$ cat src/rtl/pcs_pkg.sv
package pcs_pkg;
  typedef enum logic [2:0] {
    OP_NOP  = 3'd0,
    OP_CLRF = 3'd1,
    OP_CLRW = 3'd2,
    OP_SKS  = 3'd3,
    OP_SKC  = 3'd4,
    OP_CALL = 3'd5,
    OP_LDW  = 3'd6,
    OP_STW  = 3'd7
  } op_e;

  typedef struct packed {
    logic wr_f;       // write register location
    logic f_from_w;   // location data is W (else zero)
    logic clr_w;
    logic ld_w;
    logic set_z;
    logic is_skip;
    logic skip_on_set;
    logic is_call;
  } ctl_t;
endpackage

$ cat src/rtl/pcs_decode.sv
module pcs_decode
  import pcs_pkg::*;
#(
  parameter int INSN_W = 14,
  parameter int ADDR_W = 7,
  parameter int BIT_W  = 3,
  parameter int DATA_W = 8,
  parameter int TGT_W  = 11
) (
  input  logic [INSN_W-1:0] insn_i,
  output ctl_t              ctl_o,
  output logic [ADDR_W-1:0] f_addr_o,
  output logic [BIT_W-1:0]  bsel_o,
  output logic [DATA_W-1:0] lit_o,
  output logic [TGT_W-1:0]  tgt_o
);
  op_e op;
  assign op       = op_e'(insn_i[INSN_W-1 -: 3]);
  assign f_addr_o = insn_i[ADDR_W-1:0];
  assign bsel_o   = insn_i[ADDR_W +: BIT_W];
  assign lit_o    = insn_i[DATA_W-1:0];
  assign tgt_o    = insn_i[TGT_W-1:0];

  always_comb begin
    ctl_o = '0;
    case (op)
      OP_CLRF: begin ctl_o.wr_f = 1'b1; ctl_o.set_z = 1'b1; end
      OP_CLRW: begin ctl_o.clr_w = 1'b1; ctl_o.set_z = 1'b1; end
      OP_SKS:  begin ctl_o.is_skip = 1'b1; ctl_o.skip_on_set = 1'b1; end
      OP_SKC:  ctl_o.is_skip = 1'b1;
      OP_CALL: ctl_o.is_call = 1'b1;
      OP_LDW:  ctl_o.ld_w = 1'b1;
      OP_STW:  begin ctl_o.wr_f = 1'b1; ctl_o.f_from_w = 1'b1; end
      default: ctl_o = '0;
    endcase
  end
endmodule

$ cat src/rtl/pcs_regfile.sv
module pcs_regfile
  import pcs_pkg::*;
#(
  parameter int DEPTH      = 128,
  parameter int DATA_W     = 8,
  parameter int LATCH_ADDR = 10,
  localparam int ADDR_W    = $clog2(DEPTH),
  localparam int BIT_W     = $clog2(DATA_W)
) (
  input  logic              clk_i,
  input  logic              rst_ni,
  input  logic              exec_i,
  input  ctl_t              ctl_i,
  input  logic [ADDR_W-1:0] f_addr_i,
  input  logic [BIT_W-1:0]  bsel_i,
  input  logic [DATA_W-1:0] lit_i,
  output logic              bit_o,
  output logic              zero_o,
  output logic [DATA_W-1:0] latch_o
);
  logic [DATA_W-1:0] mem_q [DEPTH];
  logic [DATA_W-1:0] w_q;
  logic              z_q;

  always_ff @(posedge clk_i or negedge rst_ni) begin
    if (!rst_ni) begin
      for (int i = 0; i < DEPTH; i++) mem_q[i] <= '0;
      w_q <= '0;
      z_q <= 1'b0;
    end else if (exec_i) begin
      if (ctl_i.wr_f)  mem_q[f_addr_i] <= ctl_i.f_from_w ? w_q : '0;
      if (ctl_i.clr_w)     w_q <= '0;
      else if (ctl_i.ld_w) w_q <= lit_i;
      if (ctl_i.set_z) z_q <= 1'b1;
    end
  end

  assign bit_o   = mem_q[f_addr_i][bsel_i];
  assign zero_o  = z_q;
  assign latch_o = mem_q[LATCH_ADDR];
endmodule

$ cat src/rtl/pcs_ret_stack.sv
module pcs_ret_stack #(
  parameter int DEPTH = 8,
  parameter int W     = 13,
  localparam int PTR_W = $clog2(DEPTH)
) (
  input  logic         clk_i,
  input  logic         rst_ni,
  input  logic         push_i,
  input  logic [W-1:0] data_i,
  output logic [W-1:0] tos_o
);
  logic [W-1:0]     ent_q [DEPTH];
  logic [PTR_W-1:0] ptr_q;   // next free slot, wraps silently

  always_ff @(posedge clk_i or negedge rst_ni) begin
    if (!rst_ni) begin
      for (int i = 0; i < DEPTH; i++) ent_q[i] <= '0;
      ptr_q <= '0;
    end else if (push_i) begin
      ent_q[ptr_q] <= data_i;
      ptr_q        <= ptr_q + PTR_W'(1);
    end
  end

  assign tos_o = ent_q[ptr_q - PTR_W'(1)];
endmodule

$ cat src/rtl/pcs_skip_seq.sv
module pcs_skip_seq
  import pcs_pkg::*;
#(
  parameter int PC_W        = 13,
  parameter int INSN_W      = 14,
  parameter int RF_DEPTH    = 128,
  parameter int DATA_W      = 8,
  parameter int STACK_DEPTH = 8,
  parameter int LATCH_ADDR  = 10,
  parameter int HI_LSB      = 3
) (
  input  logic              clk_i,
  input  logic              rst_ni,
  input  logic [INSN_W-1:0] instr_i,
  input  logic              instr_valid_i,
  output logic [PC_W-1:0]   fetch_addr_o,
  output logic              flush_o,
  output logic              zero_o,
  output logic [PC_W-1:0]   tos_o
);
  localparam int ADDR_W = $clog2(RF_DEPTH);
  localparam int BIT_W  = $clog2(DATA_W);
  localparam int TGT_W  = INSN_W - 3;
  localparam int HI_W   = PC_W - TGT_W;

  ctl_t              ctl;
  logic [ADDR_W-1:0] f_addr;
  logic [BIT_W-1:0]  bsel;
  logic [DATA_W-1:0] lit;
  logic [TGT_W-1:0]  tgt;
  logic [DATA_W-1:0] latch;
  logic              bit_val;
  logic              exec, taken, push;
  logic [PC_W-1:0]   pc_q;
  logic              flush_q;

  pcs_decode #(
    .INSN_W(INSN_W), .ADDR_W(ADDR_W), .BIT_W(BIT_W),
    .DATA_W(DATA_W), .TGT_W(TGT_W)
  ) u_dec (
    .insn_i(instr_i), .ctl_o(ctl), .f_addr_o(f_addr),
    .bsel_o(bsel), .lit_o(lit), .tgt_o(tgt)
  );

  pcs_regfile #(
    .DEPTH(RF_DEPTH), .DATA_W(DATA_W), .LATCH_ADDR(LATCH_ADDR)
  ) u_rf (
    .clk_i, .rst_ni, .exec_i(exec), .ctl_i(ctl), .f_addr_i(f_addr),
    .bsel_i(bsel), .lit_i(lit), .bit_o(bit_val), .zero_o(zero_o),
    .latch_o(latch)
  );

  pcs_ret_stack #(.DEPTH(STACK_DEPTH), .W(PC_W)) u_stk (
    .clk_i, .rst_ni, .push_i(push), .data_i(pc_q + PC_W'(1)), .tos_o(tos_o)
  );

  // the word present during a flush cycle is dropped
  assign exec  = instr_valid_i && !flush_q;
  assign taken = ctl.is_skip && (bit_val == ctl.skip_on_set);
  assign push  = exec && ctl.is_call;

  always_ff @(posedge clk_i or negedge rst_ni) begin
    if (!rst_ni) begin
      pc_q    <= '0;
      flush_q <= 1'b0;
    end else begin
      flush_q <= exec && (taken || ctl.is_call);
      if (exec) begin
        if (ctl.is_call) pc_q <= {latch[HI_LSB +: HI_W], tgt};
        else             pc_q <= pc_q + (taken ? PC_W'(2) : PC_W'(1));
      end
    end
  end

  assign fetch_addr_o = pc_q;
  assign flush_o      = flush_q;
endmodule

$ cat config.mk
export PLATFORM = sky130hd
export DESIGN_NAME = pcs_skip_seq
export DESIGN_NICKNAME = d
export VERILOG_FILES = /design/src/rtl/pcs_pkg.sv /design/src/rtl/pcs_decode.sv /design/src/rtl/pcs_regfile.sv /design/src/rtl/pcs_ret_stack.sv /design/src/rtl/pcs_skip_seq.sv
export SDC_FILE = /design/constraint.sdc
export NUM_CORES = 2
export LEC_CHECK = 0
export BUFFER_PORTS_ARGS = -buffer_cell sky130_fd_sc_hd__buf_2
export CORE_ASPECT_RATIO = 1.5
export CORE_UTILIZATION = 40
export DETAILED_ROUTE_END_ITERATION = 12
export PLACE_DENSITY = 0.63
export SETUP_SLACK_MARGIN = 0.1
export SYNTH_ARGS = -nofsm -noshare
export SYNTH_HDL_FRONTEND = slang
export SYNTH_HIERARCHICAL = 1
export SYNTH_SLANG_ARGS = --single-unit
$ cat constraint.sdc
create_clock -name clk_i -period 3.7 [get_ports clk_i]
set_input_delay 0.37 -clock clk_i [delete_from_list [all_inputs] [get_ports clk_i]]
set_output_delay 0.37 -clock clk_i [all_outputs]
set_load 0.01 [all_outputs]
==> key figures <==
Outcome
  – Status: complete, but fails checks
  – Failing checks: setup timing

Timing
  – Slew of the pin with the lowest slew margin: 1070 ps
  – Post-layout min period: 4540 ps
  – Final setup fails: 13
  – Clock skew: between 20 and 25 ps
  – Fin crit share: 123%
  – Fmax: ~0.22 GHz
  – Max-slew headroom: 28.6%
  – Endpoints failing hold: 0
  – RSZ-0062 raised after global routing: true
  – Setup WS post-layout: -840 ps
  – Fin. max-slew vios: 0

Routing
  – DR iter-0 viols: 3,599
  – Avg Vias per Cell: 5.75
  – DR pass1 iterations: 6
  – DR vias: 41.1k
  – Detail Route Antenna Nets: 0
  – Drt drc: 0
  – Total Wirelength: about 180 mm
  – Routed wire per std cell: around 25 µm

Global route
  – Wire length of the first global-routing pass: ~270 mm
  – Overflow after GRT: 0
  – Met2 usage: 45.6%
  – Largest net degree at the start of global routing: approximately 130
  – GR Util met3: under 10%
  – Vias in the first global route: slightly above 40k
  – Antenna violations before repair: 3
  – Grt peak-use layer: met2
  – GRT Overall Usage: 27.1%
  – GR Util met1: 31.6%

Logic synthesis
  – Post-Syn Area: approximately 52,000 µm²
  – Yosys synthesis warning count: 6
  – Syn Area/Cell: a little over 10 µm²
  – Syn Nets: ~5.2k
  – Cells after synthesis: 5,183

Die
  – Die Ht: 444 µm
  – Die area: 132,000 µm²
  – Row count: 161
  – Initial core utilization: about two fifths
  – I/O pins: 45
  – Die Wd: 297 µm
  – Core Region: about 130,000 µm²

Layout
  – Area added between synthesis and finish: 16.7%
  – Final #Nets: 5,374
  – Final Util: a little under half
  – Share of cells above drive strength 1: 18.5%
  – Non-filler cells, final: roughly 7k

Clocking
  – Clk slew on worst S/H paths: roughly 70 ps
  – CTS Sinks: 1,154
  – H-tree levels: 3
  – Number of CTS-inserted buffers: 106
  – Root Buffer: clkbuf_16
  – Clk Latency, worst-skew pair: around 730 ps
  – Max clock buf depth: 3
  – CTS tree: yes

Placement
  – IO buf count: 44
  – GP Congestion: 1.00
  – Post-DP HPWL: 123 mm
  – Placed cells: 6,947

Power and ir drop
  – Leakage: 0.0271 µW
  – Peak supply drop: 1.42 mV
  – Pwr Density: slightly below 500 nW/µm²
  – Total power: 30,100 µW

Setup path
  – Reg2Reg Depth: 16
  – Worst path cell trace: mux4_2 > a22o_1 > a2111o_1 > nor4_4 > buf_4 > o221ai_2 > a31oi_2 > a32oi_2 > buf_4 > xnor2_2 > nand2_2 > buf_4 > fa_2 > nor3_4 > a211oi_2 > a311oi_2
  – CP bufs+invs: 3
  – CP Class: reg -> reg
  – WP depth: 16
  – Crit path max-delay cell type: mux4_2
  – Crit path from: u_rf/mem_q[390]$_DFFE_PN0P_
  – Crit-path max cell delay: 550 ps
  – Critical path fanouts, max: 7
  – CP endpoint kind: register
  – Critical R2R Capture: fetch_addr_o[10]$_DFFE_PN0P_
  – Worst R2R Setup Slack: -840 ps
  – Crit path launch type: register
  – CP arrival: 5170 ps
  – Crit-path leading delay family: compound AO/OA/AOI/OAI gates
  – Origin of the critical flop-to-flop path: u_rf/mem_q[390]$_DFFE_PN0P_
  – CP dominant cell by count: buf_4
  – CP endpoint: fetch_addr_o[10]$_DFFE_PN0P_
  – Critical Path RT: 4330 ps

Flow run
  – Max_cap viols: 0

Hold path
  – Hold Path Depth: 3
  – Hold WC Path Type: in -> reg
[cell usage in the layout (no fill, tap or decap), drive strengths merged, types with 6 or more instances in the layout]
cell type	count
a211oi	13
a21oi	70
a221o	36
a221oi	98
a22o	12
a22oi	71
a2bb2oi	10
a31oi	21
a41oi	7
and2	6
and3	13
and3b	8
and4	13
buf	526
bufinv	8
clkbuf	159
clkinv	20
clkinvlp	6
dfrtp	1154
inv	27
mux2	208
mux2i	179
mux4	48
nand2	1245
nand2b	13
nand3	71
nand4	12
nor2	73
nor2b	6
nor3	23
nor3b	7
nor4	7
o211ai	12
o21ai	1107
o221ai	12
o22ai	18
o2bb2ai	25
xnor2	8
xor2	9
[registers in the layout, indices dropped and copies added, names as in the netlist]
name / cells
u_stk/ptr_q: 3
u_rf/latch_o: 8
u_rf/w_q: 8
flush_o: 1
u_stk/ent_q: 104
u_rf/zero_o: 1
fetch_addr_o: 13
u_rf/mem_q: 1016
[worst min path at each step]
stage	slack, ps	end	start
2_1_floorplan	70	fetch_addr_o[0]$_DFFE_PN0P_	rst_ni
3_3_place_gp	440	u_rf/mem_q[535]$_DFFE_PN0P_	rst_ni
3_5_place_dp	430	u_rf/mem_q[644]$_DFFE_PN0P_	rst_ni
4_1_cts	9	fetch_addr_o[10]$_DFFE_PN0P_	instr_i[10]
5_1_grt	70	fetch_addr_o[10]$_DFFE_PN0P_	instr_i[10]
6_report	50	fetch_addr_o[10]$_DFFE_PN0P_	instr_i[10]
[worst register-to-register path, delay by kind of cell, from the launching register on]
kind,cells,cell delay (ps)
AOI/OAI and AO/OA,7,1430
and+or+nand+nor,3,910
buffers and inverters,3,580
muxes,1,550
adders and majority gates,1,470
DFF,1,400
xor gates and xnor gates,1,130
[per-stage QoR]
stage / instance area (µm²) / setup slack (ps) / hold WS (ps) / TNS [ps]
3_5_place_dp: 57000 / -1490 / 432 / -18450
6_report: 60800 / -840 / 48.4 / -9070
4_1_cts: 60800 / -658 / 8.94 / -6930
3_3_place_gp: 57000 / -1510 / 438 / -18540
5_1_grt: 60800 / -901 / 71.0 / -9770
2_1_floorplan: 52200 / -166 / 74.4 / -464
[routing by layer]
layer / share of wire [%] / routed length, µm
met5: 0.020 / 36
met3: 6.3 / 11200
met4: 8.0 / 14300
met1: 37 / 65600
met2: 49 / 86500
[power by group]
group          internal [µW]  leakage (µW)  switching [µW]  total, µW
Combinational           1990       0.00927            3050       5040
Clock                   6590       0.00179            4960      11500
Sequential             13100        0.0160             409      13500
Total                  21700        0.0271            8410      30100
[what timing repair did]
| item | 4_1_cts | 5_1_grt |
|---|---|---|
| endpoints found under the setup margin | 14 | 15 |
| hold endpoints to repair | 50 | 0 |
| pin swaps | 17 | 2 |
| hold buffers | 3 | 0 |
| buffers inserted | 3 | 1 |
| resized for setup | 22 | 8 |
[cell type report]
cell class | count | area, µm²
timing repair buffer | 530 | 4910
multi-input combinational | 3532 | 21200
sequential | 1154 | 28900
fill | 12000 | 67900
clock inverter | 34 | 415
inverter | 27 | 104
antenna | 1 | 2.50
tap | 1711 | 2140
clock buffer | 158 | 3230
Power figures use the tool's default switching activity.
